$ cat src/rtl/cfg_seq_pkg.sv
package cfg_seq_pkg;

  typedef struct packed {
    logic [7:0] addr;
    logic [7:0] data;
  } regwr_t;

  typedef enum logic [2:0] {
    B_RESET,
    B_FETCH,
    B_LOAD,
    B_WAIT,
    B_IDLE
  } boot_st_t;

  typedef enum logic [1:0] {
    P_ROM,
    P_BOARD,
    P_RUN
  } phase_t;

  typedef enum logic {
    D_ARMED,
    D_HELD
  } deb_st_t;

  localparam logic [7:0] RUN_REG   = 8'h72;
  localparam logic [7:0] RUN_ON    = 8'h01;
  localparam logic [7:0] PLAY_REG  = 8'h13;
  localparam logic [7:0] PLAY_GO   = 8'h01;
  localparam logic [7:0] PLAY_HALT = 8'h00;

endpackage

$ cat src/rtl/cfg_debounce.sv
module cfg_debounce
  import cfg_seq_pkg::*;
(
  input  logic clk,
  input  logic rst,
  input  logic tick,
  input  logic enable,
  input  logic raw,
  output logic press
);

  logic    sync1, sync2;
  logic    hit;
  deb_st_t st;

  always_ff @(posedge clk) begin
    if (rst) begin
      sync1 <= 1'b0;
      sync2 <= 1'b0;
    end else begin
      sync1 <= raw;
      sync2 <= sync1;
    end
  end

  always_ff @(posedge clk) begin
    if (rst) begin
      st    <= D_ARMED;
      hit   <= 1'b0;
      press <= 1'b0;
    end else begin
      press <= 1'b0;
      if (!enable) begin
        st  <= D_ARMED;
        hit <= 1'b0;
      end else if (tick) begin
        case (st)
          D_ARMED: begin
            if (sync2) begin
              if (hit) begin
                press <= 1'b1;
                st    <= D_HELD;
                hit   <= 1'b0;
              end else begin
                hit <= 1'b1;
              end
            end else begin
              hit <= 1'b0;
            end
          end
          default: begin
            if (!sync2) begin
              if (hit) begin
                st  <= D_ARMED;
                hit <= 1'b0;
              end else begin
                hit <= 1'b1;
              end
            end else begin
              hit <= 1'b0;
            end
          end
        endcase
      end
    end
  end

  // nothing is reported while disabled
  a_r11_quiet_when_off: assert property (@(posedge clk) disable iff (rst)
    !enable |=> !press);

  // one pulse per press
  a_r8_single_pulse: assert property (@(posedge clk) disable iff (rst)
    press |=> !press);

endmodule

$ cat src/rtl/cfg_boot.sv
module cfg_boot
  import cfg_seq_pkg::*;
#(
  parameter int ROM_LEN    = 2007,
  parameter int BOARD_LEN  = 4,
  parameter logic [BOARD_LEN*16-1:0] BOARD_TABLE = {16'h5402, 16'h5180, 16'h0C10, 16'h5510},
  parameter int RST_CYCLES = 16,
  localparam int ROM_AW = (ROM_LEN > 1) ? $clog2(ROM_LEN) : 1
) (
  input  logic              clk,
  input  logic              rst,
  input  logic              wr_done,
  input  logic [15:0]       rom_data,
  output logic [ROM_AW-1:0] rom_addr,
  output logic              dec_reset,
  output logic              req,
  output regwr_t            req_wr,
  output logic              idle
);

  localparam int MAXLEN = (ROM_LEN > BOARD_LEN) ? ROM_LEN : BOARD_LEN;
  localparam int IDX_W  = $clog2(MAXLEN + 1);
  localparam int RC_W   = $clog2(RST_CYCLES + 1);
  localparam logic [IDX_W-1:0] ROM_LAST   = IDX_W'(ROM_LEN - 1);
  localparam logic [IDX_W-1:0] BOARD_LAST = IDX_W'(BOARD_LEN - 1);
  localparam logic [RC_W-1:0]  RC_LAST    = RC_W'(RST_CYCLES);

  boot_st_t         st;
  phase_t           phase;
  logic [IDX_W-1:0] idx;
  logic [RC_W-1:0]  rcnt;
  regwr_t           board_ent;

  assign rom_addr  = idx[ROM_AW-1:0];
  assign board_ent = regwr_t'(BOARD_TABLE[idx*16 +: 16]);

  always_ff @(posedge clk) begin
    if (rst) begin
      st        <= B_RESET;
      phase     <= P_ROM;
      idx       <= '0;
      rcnt      <= '0;
      dec_reset <= 1'b1;
      req       <= 1'b0;
      req_wr    <= '0;
      idle      <= 1'b0;
    end else begin
      req <= 1'b0;
      case (st)
        B_RESET: begin
          if (rcnt == RC_LAST) begin
            dec_reset <= 1'b0;
            st        <= B_FETCH;
          end else begin
            rcnt <= rcnt + 1'b1;
          end
        end
        B_FETCH: st <= B_LOAD;
        B_LOAD: begin
          case (phase)
            P_ROM:   req_wr <= regwr_t'(rom_data);
            P_BOARD: req_wr <= board_ent;
            default: req_wr <= '{addr: RUN_REG, data: RUN_ON};
          endcase
          req <= 1'b1;
          st  <= B_WAIT;
        end
        B_WAIT: begin
          if (wr_done) begin
            st <= B_FETCH;
            case (phase)
              P_ROM: begin
                if (idx == ROM_LAST) begin
                  phase <= P_BOARD;
                  idx   <= '0;
                end else begin
                  idx <= idx + 1'b1;
                end
              end
              P_BOARD: begin
                if (idx == BOARD_LAST) begin
                  phase <= P_RUN;
                  idx   <= '0;
                end else begin
                  idx <= idx + 1'b1;
                end
              end
              default: begin
                st   <= B_IDLE;
                idle <= 1'b1;
              end
            endcase
          end
        end
        default: idle <= 1'b1;
      endcase
    end
  end

  // no write while the decoder is held in reset
  a_r2_quiet_in_reset: assert property (@(posedge clk) disable iff (rst)
    dec_reset |-> !req);

  // bring-up ends only after the run phase
  a_r5_run_last: assert property (@(posedge clk) disable iff (rst)
    $rose(idle) |-> $past(phase == P_RUN));

  // a ROM write is requested only after a load step
  a_r3_load_before_req: assert property (@(posedge clk) disable iff (rst)
    $rose(req) |-> $past(st == B_LOAD));

endmodule

$ cat src/rtl/cfg_play_ctrl.sv
module cfg_play_ctrl
  import cfg_seq_pkg::*;
#(
  parameter int TICK_CYCLES = 10_000_000,
  parameter int ROM_LEN     = 2007,
  parameter int BOARD_LEN   = 4,
  parameter logic [BOARD_LEN*16-1:0] BOARD_TABLE = {16'h5402, 16'h5180, 16'h0C10, 16'h5510},
  parameter int RST_CYCLES  = 16,
  localparam int ROM_AW = (ROM_LEN > 1) ? $clog2(ROM_LEN) : 1
) (
  input  logic              clk,
  input  logic              rst,
  input  logic [1:0]        btn_raw,
  output logic [ROM_AW-1:0] rom_addr,
  input  logic [15:0]       rom_data,
  output logic              dec_reset,
  output logic              wr_req,
  output logic [7:0]        wr_addr,
  output logic [7:0]        wr_data,
  input  logic              wr_done
);

  localparam int NBTN = 2;
  localparam int TW   = (TICK_CYCLES > 1) ? $clog2(TICK_CYCLES) : 1;
  localparam logic [TW-1:0] TICK_LAST = TW'(TICK_CYCLES - 1);

  logic [TW-1:0]   tcnt;
  logic            tick;
  logic            boot_req, boot_idle;
  regwr_t          boot_wr;
  logic [NBTN-1:0] press, pend, sel;
  logic            busy, can_issue;

  always_ff @(posedge clk) begin
    if (rst) begin
      tcnt <= '0;
      tick <= 1'b0;
    end else begin
      tick <= (tcnt == TICK_LAST);
      tcnt <= (tcnt == TICK_LAST) ? '0 : tcnt + 1'b1;
    end
  end

  cfg_boot #(
    .ROM_LEN     (ROM_LEN),
    .BOARD_LEN   (BOARD_LEN),
    .BOARD_TABLE (BOARD_TABLE),
    .RST_CYCLES  (RST_CYCLES)
  ) u_boot (
    .clk       (clk),
    .rst       (rst),
    .wr_done   (wr_done),
    .rom_data  (rom_data),
    .rom_addr  (rom_addr),
    .dec_reset (dec_reset),
    .req       (boot_req),
    .req_wr    (boot_wr),
    .idle      (boot_idle)
  );

  for (genvar i = 0; i < NBTN; i++) begin : g_btn
    cfg_debounce u_deb (
      .clk    (clk),
      .rst    (rst),
      .tick   (tick),
      .enable (boot_idle),
      .raw    (btn_raw[i]),
      .press  (press[i])
    );
  end

  assign can_issue = boot_idle && !busy && !wr_req;
  assign sel[0]    = can_issue && pend[0];
  assign sel[1]    = can_issue && !pend[0] && pend[1];

  always_ff @(posedge clk) begin
    if (rst) begin
      pend    <= '0;
      busy    <= 1'b0;
      wr_req  <= 1'b0;
      wr_addr <= '0;
      wr_data <= '0;
    end else begin
      pend <= (pend & ~sel) | press;
      if (wr_done) busy <= 1'b0;
      if (wr_req)  busy <= 1'b1;
      wr_req <= 1'b0;
      if (boot_req) begin
        wr_req  <= 1'b1;
        wr_addr <= boot_wr.addr;
        wr_data <= boot_wr.data;
      end else if (sel[0]) begin
        wr_req  <= 1'b1;
        wr_addr <= PLAY_REG;
        wr_data <= PLAY_GO;
      end else if (sel[1]) begin
        wr_req  <= 1'b1;
        wr_addr <= PLAY_REG;
        wr_data <= PLAY_HALT;
      end
    end
  end

  // never a second request while one is in flight
  a_r6_single_outstanding: assert property (@(posedge clk) disable iff (rst)
    wr_req |-> !busy);

  // requests are single-cycle pulses
  a_r6_pulse: assert property (@(posedge clk) disable iff (rst)
    wr_req |=> !wr_req);

  // no press can be queued before bring-up is complete
  a_r11_no_pending_early: assert property (@(posedge clk) disable iff (rst)
    !boot_idle |-> (pend == '0));

  // sampling ticks are isolated pulses
  a_r7_tick_gap: assert property (@(posedge clk) disable iff (rst)
    (tick && (TICK_CYCLES > 1)) |=> !tick);

  // reset values
  always @(posedge clk) begin
    if (rst) a_r1_reset_quiet: assert (!wr_req || $past(rst) == 1'b0);
  end

endmodule

$ cat config.mk
export PLATFORM = sky130hd
export DESIGN_NAME = cfg_play_ctrl
export DESIGN_NICKNAME = d
export VERILOG_FILES = /design/src/rtl/cfg_seq_pkg.sv /design/src/rtl/cfg_debounce.sv /design/src/rtl/cfg_boot.sv /design/src/rtl/cfg_play_ctrl.sv
export SDC_FILE = /design/constraint.sdc
export NUM_CORES = 1
export LEC_CHECK = 0
export ABC_AREA = 1
export CORE_MARGIN = 1.5
export CORE_UTILIZATION = 35
export CTS_CLUSTER_DIAMETER = 150
export DETAILED_ROUTE_END_ITERATION = 10
export PLACE_DENSITY = 0.53
export RECOVER_POWER = 100
export SLEW_MARGIN = 20
export SYNTH_ARGS = -nofsm -noshare
export SYNTH_HDL_FRONTEND = slang
export SYNTH_SLANG_ARGS = --single-unit
$ cat constraint.sdc
create_clock -name clk -period 3 [get_ports clk]
set_clock_uncertainty 0.15 [all_clocks]
set_input_delay 0.6 -clock clk [delete_from_list [all_inputs] [get_ports clk]]
set_output_delay 0.6 -clock clk [all_outputs]
set_load 0.02 [all_outputs]
Yosys cells after proc, flatten, opt, wreduce, memory -nomap -nowiden
Index checks and enable logic that the tools add are counted.
{"block": "word_totals", "input_bits": 21, "output_inout_bits": 29, "word_cells": 118, "reg_bits": 95}
{"block": "op_classes", "muxes": 42, "reduce_logical": 26, "shift": 1, "add_sub_neg": 3, "eq_ne": 13, "bitwise": 7}
{"op": "$shiftx A64 B16 Y16 const A", "count": 1}
{"op": "$mux W8", "count": 6}
{"op": "$pmux W16 S2", "count": 1}
{"op": "$add A24 B1 Y24 const B", "count": 1}
{"op": "$eq A24 B24 Y1 const B", "count": 1}
{"op": "$mux W1", "count": 24}
{"op": "$mux W11", "count": 2}
{"op": "$pmux W11 S2", "count": 1}
{"op": "$pmux W3 S4", "count": 1}
{"op": "$add A11 B1 Y11 const B", "count": 1}
{"op": "$eq A11 B11 Y1 const B", "count": 1}
{"op": "$eq A11 B2 Y1 const B", "count": 1}
{"op": "$mux W3", "count": 3}
{"op": "$reduce_and A3 Y1", "count": 3}
{"op": "$reduce_or A4 Y1", "count": 2}
{"op": "$eq A3 B2 Y1 const B", "count": 2}
{"op": "$ne A2 B1 Y1 const B", "count": 3}
{"op": "$reduce_or A2 Y1", "count": 3}
{"op": "$add A5 B1 Y5 const B", "count": 1}
{"op": "$eq A5 B5 Y1 const B", "count": 1}
{"op": "$logic_and A1 B1 Y1", "count": 5}
{"op": "$reduce_and A5 Y1", "count": 1}
{"op": "$mux W2", "count": 2}
{"op": "$ne A2 B2 Y1 const B", "count": 2}
{"op": "other kinds (16)", "count": 23}

Logic depth before layout (Yosys ltp)
Gate-level depths: netlist of run 1.
{"block": "logic_depth", "depth_word": 8, "ltp_mapped": 9}

Modules after synthesis
Synthesis of run 1 repeated with hierarchy kept, for this count alone.
{"block": "hier_totals", "hier_cells": 602, "area_unflattened_um2": 4319.1}
{"mod": "cfg_play_ctrl", "cells_per_inst": 291, "instances": 1, "area_per_inst_um2": 2040.7, "seq_area_each_um2": 900.9}
{"mod": "cfg_boot", "cells_per_inst": 265, "instances": 1, "area_per_inst_um2": 1928.1, "seq_area_each_um2": 800.8}
{"mod": "cfg_debounce", "cells_per_inst": 23, "instances": 2, "area_per_inst_um2": 175.2, "seq_area_each_um2": 100.1}

Least setup slack after synthesis of run 1
OpenSTA, ideal clock, no wires.
{"block": "synth_path", "kind": "register to register", "from": "reg u_boot.idx[1] (netlist: u_boot.rom_addr[1])", "to": "reg u_boot.idx[6] (netlist: u_boot.rom_addr[6])", "n_path_buf": 0, "arrival_time_ns": 1.417, "slack_ns": 1.317, "synth_period_minus_slack_ns": 1.683, "path_stages_with_launch": 8, "setup_ns": 0.116, "path_cell_list": "dfxtp_1 ha_1 nand2_1 nor2_2 nand2_1 nor2_2 xor2_1 nor2_2"}
{"block": "synth_via", "elab_chain_len": 3}
{"item": "from (decl)", "line": "cfg_boot.sv:30", "text": "logic [IDX_W-1:0] idx;"}
{"item": "from (signal assigned)", "line": "cfg_boot.sv:77", "text": "idx <= idx + 1'b1;"}
{"item": "from (signal assigned)", "line": "cfg_boot.sv:85", "text": "idx <= idx + 1'b1;"}
{"item": "$add A11 B1 Y11 (tied with other cells)", "line": "cfg_boot.sv:77, cfg_boot.sv:85"}
{"item": "$mux W11 (on tied branches)", "line": "cfg_boot.sv:81, cfg_boot.sv:73"}
{"item": "$pmux W11 S2 (*)", "line": "cfg_boot.sv:71", "text": "case (phase)"}
Every way passes the cells marked *; elsewhere a longest branch is shown, timed or not.
A chain may end at the register's enable or synchronous reset.

==> results of run 1 <==
## placed cells by master, fill, tap and decap left out, types with 3 or more instances in the layout
master	Yosys	final
a21oi_1	47	47
a31oi_1	5	5
clkbuf_16	0	9
clkdlybuf4s50_1	0	20
dfxtp_1	95	95
dlygate4sd3_1	0	29
ha_1	5	5
inv_1	60	62
inv_2	11	9
nand2_1	162	164
nand2_2	5	4
nand2_4	3	3
nand3_1	35	35
nand4_1	10	10
nor2_1	88	89
nor2_2	16	16
nor2_4	5	4
nor3_1	4	4
nor3_2	3	3
o21ai_0	22	23
o21ai_1	7	6
xnor2_1	5	5
xor2_1	9	9
## how the worst min path moves through the flow
stage                         start                    to
3_3_place_gp   g_btn[1].u_deb.sync1  g_btn[1].u_deb.sync2
2_1_floorplan  g_btn[0].u_deb.sync1  g_btn[0].u_deb.sync2
3_5_place_dp   g_btn[1].u_deb.sync1  g_btn[1].u_deb.sync2
6_report       g_btn[0].u_deb.sync1  g_btn[0].u_deb.sync2
5_1_grt        g_btn[1].u_deb.sync1  g_btn[1].u_deb.sync2
4_1_cts        g_btn[1].u_deb.sync1  g_btn[1].u_deb.sync2
## logic make-up (layout without fill, tap and decap cells)
group,after synthesis,after routing,share of synthesized area
buf+inv,85,137,0.0813
compound gates,86,86,0.102
xor+xnor,14,14,0.0278
fa+ha+maj,5,5,0.0142
simple gates,339,339,0.344
flops,95,95,0.431
## tightest hold or removal path, stage by stage (launching register included)
cell	delay, ns
dfxtp_1	0.30
inv_1	0.04
nor2_1	0.03
## state kept, by name, summed over array words and instances, names as in the netlist, named ones only
register and cells:
busy 1, wr_data 8, g_btn.u_deb.sync2 2, tick 1, g_btn.u_deb.hit 2, pend 2, g_btn.u_deb.press 2, wr_addr 8
u_boot.st 3, u_boot.phase 2, u_boot.req 1, u_boot.req_wr 16, u_boot.idle 1, wr_req 1, g_btn.u_deb.sync1 2, u_boot.dec_reset 1
u_boot.rom_addr 11, tcnt 24, u_boot.rcnt 5
## layer usage
metal	vias up	global-route usage	share of wire	routed length, um
met3	18	0.0496	0.042	436
met2	75	0.264	0.45	4730
met5	-	0	0	0
li1	2071	-	-	-
met4	0	0.0675	0.020	211
met1	1803	0.226	0.49	5080
## area by class of cell
cell class	count	area, um2	share of cell area
clock buffers	10	239	0.0451
inverters	71	267	0.0502
clock inverters	6	62.6	0.0118
flip-flops and latches	95	1900	0.359
repair buffers	50	494	0.0932
multi-input cells	444	2130	0.402
well taps	168	210	0.0396
## where the power goes
part / total (mW) / internal [mW] / switching [mW] / leakage, nW
sequential: 1.48 / 1.38 / 0.0967 / 0.770
clock: 1.15 / 0.607 / 0.546 / 0.148
combinational: 0.446 / 0.159 / 0.287 / 1.13
## metrics by stage
stage / hold WS [ns] / power, mW / cell area [um2]
after CTS: 0.259 / 3.15 / 5330
final: 0.263 / 3.08 / 5300
after global routing: 0.301 / 3.27 / 5300
after global placement: 0.239 / 1.96 / 5030
after detailed placement: 0.248 / 1.97 / 5030
after floorplan: 0.238 / 1.82 / 4420
==> flow_summary_export.csv, run 1 <==
group,metric,value,unit
critical_path,worstPathArrival,2.60,ns
critical_path,crit_buf_inv,2,
synthesis,synth_top_area_cell,"dfxtp_1",
detailed_routing,via_per_inst,4.70,
detailed_routing,first_iter_violations,335,
synthesis,synth_top_area_share,0.431,
synthesis,synthArstFlopShare,0,
timing,worstMarginPinSlew,1.64,ns
critical_path,slowest_delay,1.20,ns
clocking,htreeDepth,3,
critical_path,end_kind,"flop",
timing,post-route-period-util,0.835,
critical_path,path_cells,"clkdlybuf4s50_1, clkbuf_1, nor2_4, nand3_1, nand2_1",
critical_path,r2r_end,"u_boot.req_wr[7]",
critical_path,crit_required,3.10,ns
clocking,postCtsSetupBuffers,0,
grt,grt_pass1_wl,17700,um
placement,dpl.cell_count,828,
synthesis,yosys_most_used_dff,"dfxtp_1",
synthesis,synth_cell_types,34,
clocking,ctsResizeCount,0,
critical_path,cp_max_fo,31,
synthesis,synthCells,624,
detailed_routing,first_pass_iters,4,
power,p_leak,2.05,nW
timing,worst_slack,0.496,ns
timing,timing.fmax,0.399,GHz
final_layout,syn_to_final_growth,20.1,%
final_layout,fillers,1277,
timing,setup_viol_count_final,0,
placement,place_ws,0.714,ns
synthesis,synth-warning-count,0,
critical_path,critical_path_class,"in2reg",
power,power_density,580,mW/mm2
grt,grt_pass1_vias,3689,
timing,period_needed,2.50,ns
clocking,clockBufferDepth,2,
synthesis,yosysMostFrequentCell,"nand2_1",
critical_path,cpLargestDelayFamily,"buffers and inverters",
critical_path,rrSetupSlack,0.81,ns
critical_path,worst_path_max_delay_cell,"clkbuf_1",
synthesis,syn_area_per_cell,7.08,um2
die,coreArea,0.0122,mm2
timing,slew_violations,32,
final_layout,final_nets,697,
grt,grt_use_total,0.171,
critical_path,critPathLaunchType,"input pin",
die,initial_utilization,0.363,
clocking,clk_pin_slew,0.07,ns
worst_hold_path,holdPathStages,2,
job,maxCapViolations,1,
placement,numPortBuffers,49,
clocking,cts_tree,"built",
synthesis,synth_seq_cells,95,
synthesis,syn_area,0.00442,mm2
worst_hold_path,hold_path.class,"reg2reg",
grt,antenna_found_initial,0,
final_layout,fin_util,0.436,
clocking,cts_root_buffer,"clkbuf_16",
timing,slew_headroom,-0.0963,
synthesis,synth_area_leaders,"dfxtp_1 (43%), nand2_1 (14%), nor2_1 (7.5%), a21oi_1 (5.3%), inv_1 (5.1%)",
synthesis,synth.net_count,650,
die,die_h,115,um
detailed_routing,wl,10500,um
detailed_routing,wl_per_cell,12.4,um
timing,rsz0062_at_grt,"false",
die,fp.dieW,115,um
grt,grt_overflow,0,
die,ios,50,
final_layout,fin_cells,844,
die,fp.dieArea,0.0133,mm2
critical_path,startpoint,"rst",
clocking,postCtsHoldBufs,0,
status,status,"finished, violations left",
timing,hold_violations,0,
critical_path,reg2reg_from,"u_boot.st[1]",
detailed_routing,antenna_left,0,
synthesis,ys_seq_area_frac,0.431,
final_layout,antenna_cells,0,
placement,place_congestion,0.890,
critical_path,cp_num_cells,5,
detailed_routing,num_vias,3967,
final_layout,drive_gt1_frac,0.0858,
clocking,cts.sinks,95,
timing,finalSetupTns,0,ns
detailed_routing,drc,0,
placement,dp.final_hpwl,7600,um
critical_path,ff2ff_path_depth,6,
clocking,cts-buffers-inserted,9,
status,violations,"capacitance limit, slew limit",
synthesis,synth-edff-count,0,
synthesis,netlist_top_cells_count,"nand2_1 (162), dfxtp_1 (95), nor2_1 (88)",
critical_path,crit_end,"u_boot.req_wr[2]",
clocking,clk_latency,0.36,ns
die,num_rows,40,
grt,grt_max_degree,32,
power,max-vdd-ir-drop,0.321,mV
(Power assumes the default switching activity.)
==> run 2: changes to the inputs <==
==> constraint.sdc (replaced) <==
create_clock -name clk -period 2.42 [get_ports clk]
set_clock_uncertainty 0.15 [all_clocks]
set_input_delay 0.484 -clock clk [delete_from_list [all_inputs] [get_ports clk]]
set_output_delay 0.484 -clock clk [all_outputs]
set_load 0.02 [all_outputs]
==> run 2 against run 1 <==
  * The flow now finishes without violations
  * Final cell count rose by 0.47%
  * Die area did not move
  * Sequential cell count did not move
  * Power rose by 22%
  * Global-route usage fell by 0.41 points
  * Via count fell by 1.0%
==> flow_summary_export.csv, run 2 (synthesized netlist as in run 1, its figures left out) <==
group,metric,value,unit
clocking,clockBufferDepth,2,
power,pwr-share-clk,0.360,
grt,grt_pass1_vias,3662,
timing,period_needed,2.19,ns
critical_path,worstPathArrival,1.56,ns
power,max-vdd-ir-drop,0.358,mV
detailed_routing,via_per_inst,4.63,
grt,gr-max-usage-layer,"met2",
power,power_switching,1.10,mW
detailed_routing,first_pass_iters,4,
detailed_routing,num_vias,3926,
detailed_routing,first_iter_violations,293,
grt,grt_pass1_wl,17500,um
timing,setup_viol_count_final,0,
job,maxCapViolations,0,
grt,grt_use_total,0.167,
grt,use_met2,0.266,
timing,worst_slack,0.226,ns
clocking,htreeDepth,3,
grt,antenna_found_initial,0,
final_layout,drive_gt1_frac,0.0779,
status,status,"completed",
final_layout,final_cell_mix,"nand2_1 (162), nor2_1 (98), dfxtp_1 (95), inv_1 (62), a21oi_1 (47)",
clocking,ctsResizeCount,0,
clocking,cts.sinks,95,
timing,slew_headroom,0.493,
grt,use_met3,0.0290,
critical_path,end_kind,"primary output",
die,fp.dieW,115,um
timing,hold_violations,0,
critical_path,crit_buf_inv,1,
placement,place_congestion,0.862,
critical_path,critPathLaunchType,"flop",
die,die_h,115,um
clocking,clk_pin_slew,0.07,ns
timing,rsz0062_at_grt,"false",
timing,finalSetupTns,0,ns
clocking,postCtsHoldBufs,0,
grt,grt_max_degree,32,
clocking,clk_latency,0.34,ns
power,p_int,2.65,mW
detailed_routing,wl_per_cell,12.2,um
power,switching_share,0.294,
final_layout,top_register,"tcnt",
final_layout,largest_reg_flops,24,
critical_path,crit_required,1.79,ns
die,coreArea,0.0122,mm2
die,initial_utilization,0.363,
clocking,postCtsSetupBuffers,0,
critical_path,cp_max_fo,9,
critical_path,critical_path_class,"reg2out",
grt,use_met1,0.223,
worst_hold_path,hold_path.class,"reg2reg",
critical_path,slowest_delay,0.73,ns
detailed_routing,drc,0,
detailed_routing,wl,10400,um
final_layout,layout_commonest_cell,"nand2_1",
power,p_comb_frac,0.156,
power,p_leak,2.06,nW
critical_path,cpLargestDelayFamily,"buffers and inverters",
detailed_routing,antenna_left,0,
placement,numPortBuffers,49,
final_layout,syn_to_final_growth,20.0,%
critical_path,worst_path_max_delay_cell,"dlygate4sd3_1",
final_layout,postLayoutCellArea,0.00530,mm2
power,sequentialPowerShare,0.484,
timing,worstMarginPinSlew,0.760,ns
final_layout,antenna_cells,0,
clocking,cts-buffers-inserted,9,
timing,post-route-period-util,0.906,
final_layout,final_nets,701,
placement,dp.final_hpwl,7660,um
placement,placed_area,0.00506,mm2
clocking,cts_root_buffer,"clkbuf_16",
die,num_rows,40,
die,ios,50,
power,power_density,709,mW/mm2
placement,place_ws,0.372,ns
grt,grt_overflow,0,
die,fp.dieArea,0.0133,mm2
timing,slew_violations,0,
critical_path,path_cells,"dlygate4sd3_1",
timing,timing.fmax,0.456,GHz
clocking,cts_tree,"built",
critical_path,rrSetupSlack,0.49,ns
==> run 2: cell count changes in the layout (fill, tap and decap cells not counted), sizes merged <==
cell / previous run / this run
clkbuf: 11 / 12
clkdlybuf4s50: 20 / 19
inv: 74 / 73
dlygate4sd3: 29 / 30
clkinvlp: 0 / 1
buf: 0 / 3
==> run 2: worst paths after layout <==
| path | start | end | depth (start not counted) |
|---|---|---|---|
| worst max register to register | tcnt[0] | tick | 5 |
| worst min-delay path | g_btn[1].u_deb.sync1 | g_btn[1].u_deb.sync2 | 2 |
| worst min register to register | g_btn[1].u_deb.sync1 | g_btn[1].u_deb.sync2 | 2 |
| worst max-delay path | u_boot.rom_addr[1] | rom_addr[1] | 1 |
==> run 2: per-stage QoR <==
step,power (mW),hold slack [ns],cells,utilization
after floorplan,2.26,0.238,624,-
after global placement,2.45,0.239,832,0.416
after detailed placement,2.46,0.246,832,0.416
after CTS,3.84,0.256,848,0.440
after global routing,3.98,0.282,848,0.436
final,3.76,0.254,848,0.436
==> run 2: power by group through the flow <==
stage	registers (mW)	clock network [mW]	logic, mW
after floorplan	1.85	0	0.409
after global placement	1.85	0	0.594
after detailed placement	1.86	0	0.610
after CTS	1.82	1.41	0.612
after global routing	1.84	1.47	0.671
final	1.82	1.35	0.586
==> run 2: cell type report <==
cell class	instances	area, um2
fillers	1293	6860
well taps	168	210
clock inverters	6	43.8
repair buffers	54	522
inverters	71	267
clock buffers	10	239
multi-input cells	444	2120
flip-flops and latches	95	1900
==> run 2: metal layers <==
layer | wire length, um | part of all wire | up-vias
li1 | - | - | 2086
met1 | 5240 | 0.50 | 1763
met2 | 4600 | 0.44 | 65
met3 | 340 | 0.033 | 12
met4 | 195 | 0.019 | 0
met5 | 0 | 0 | -
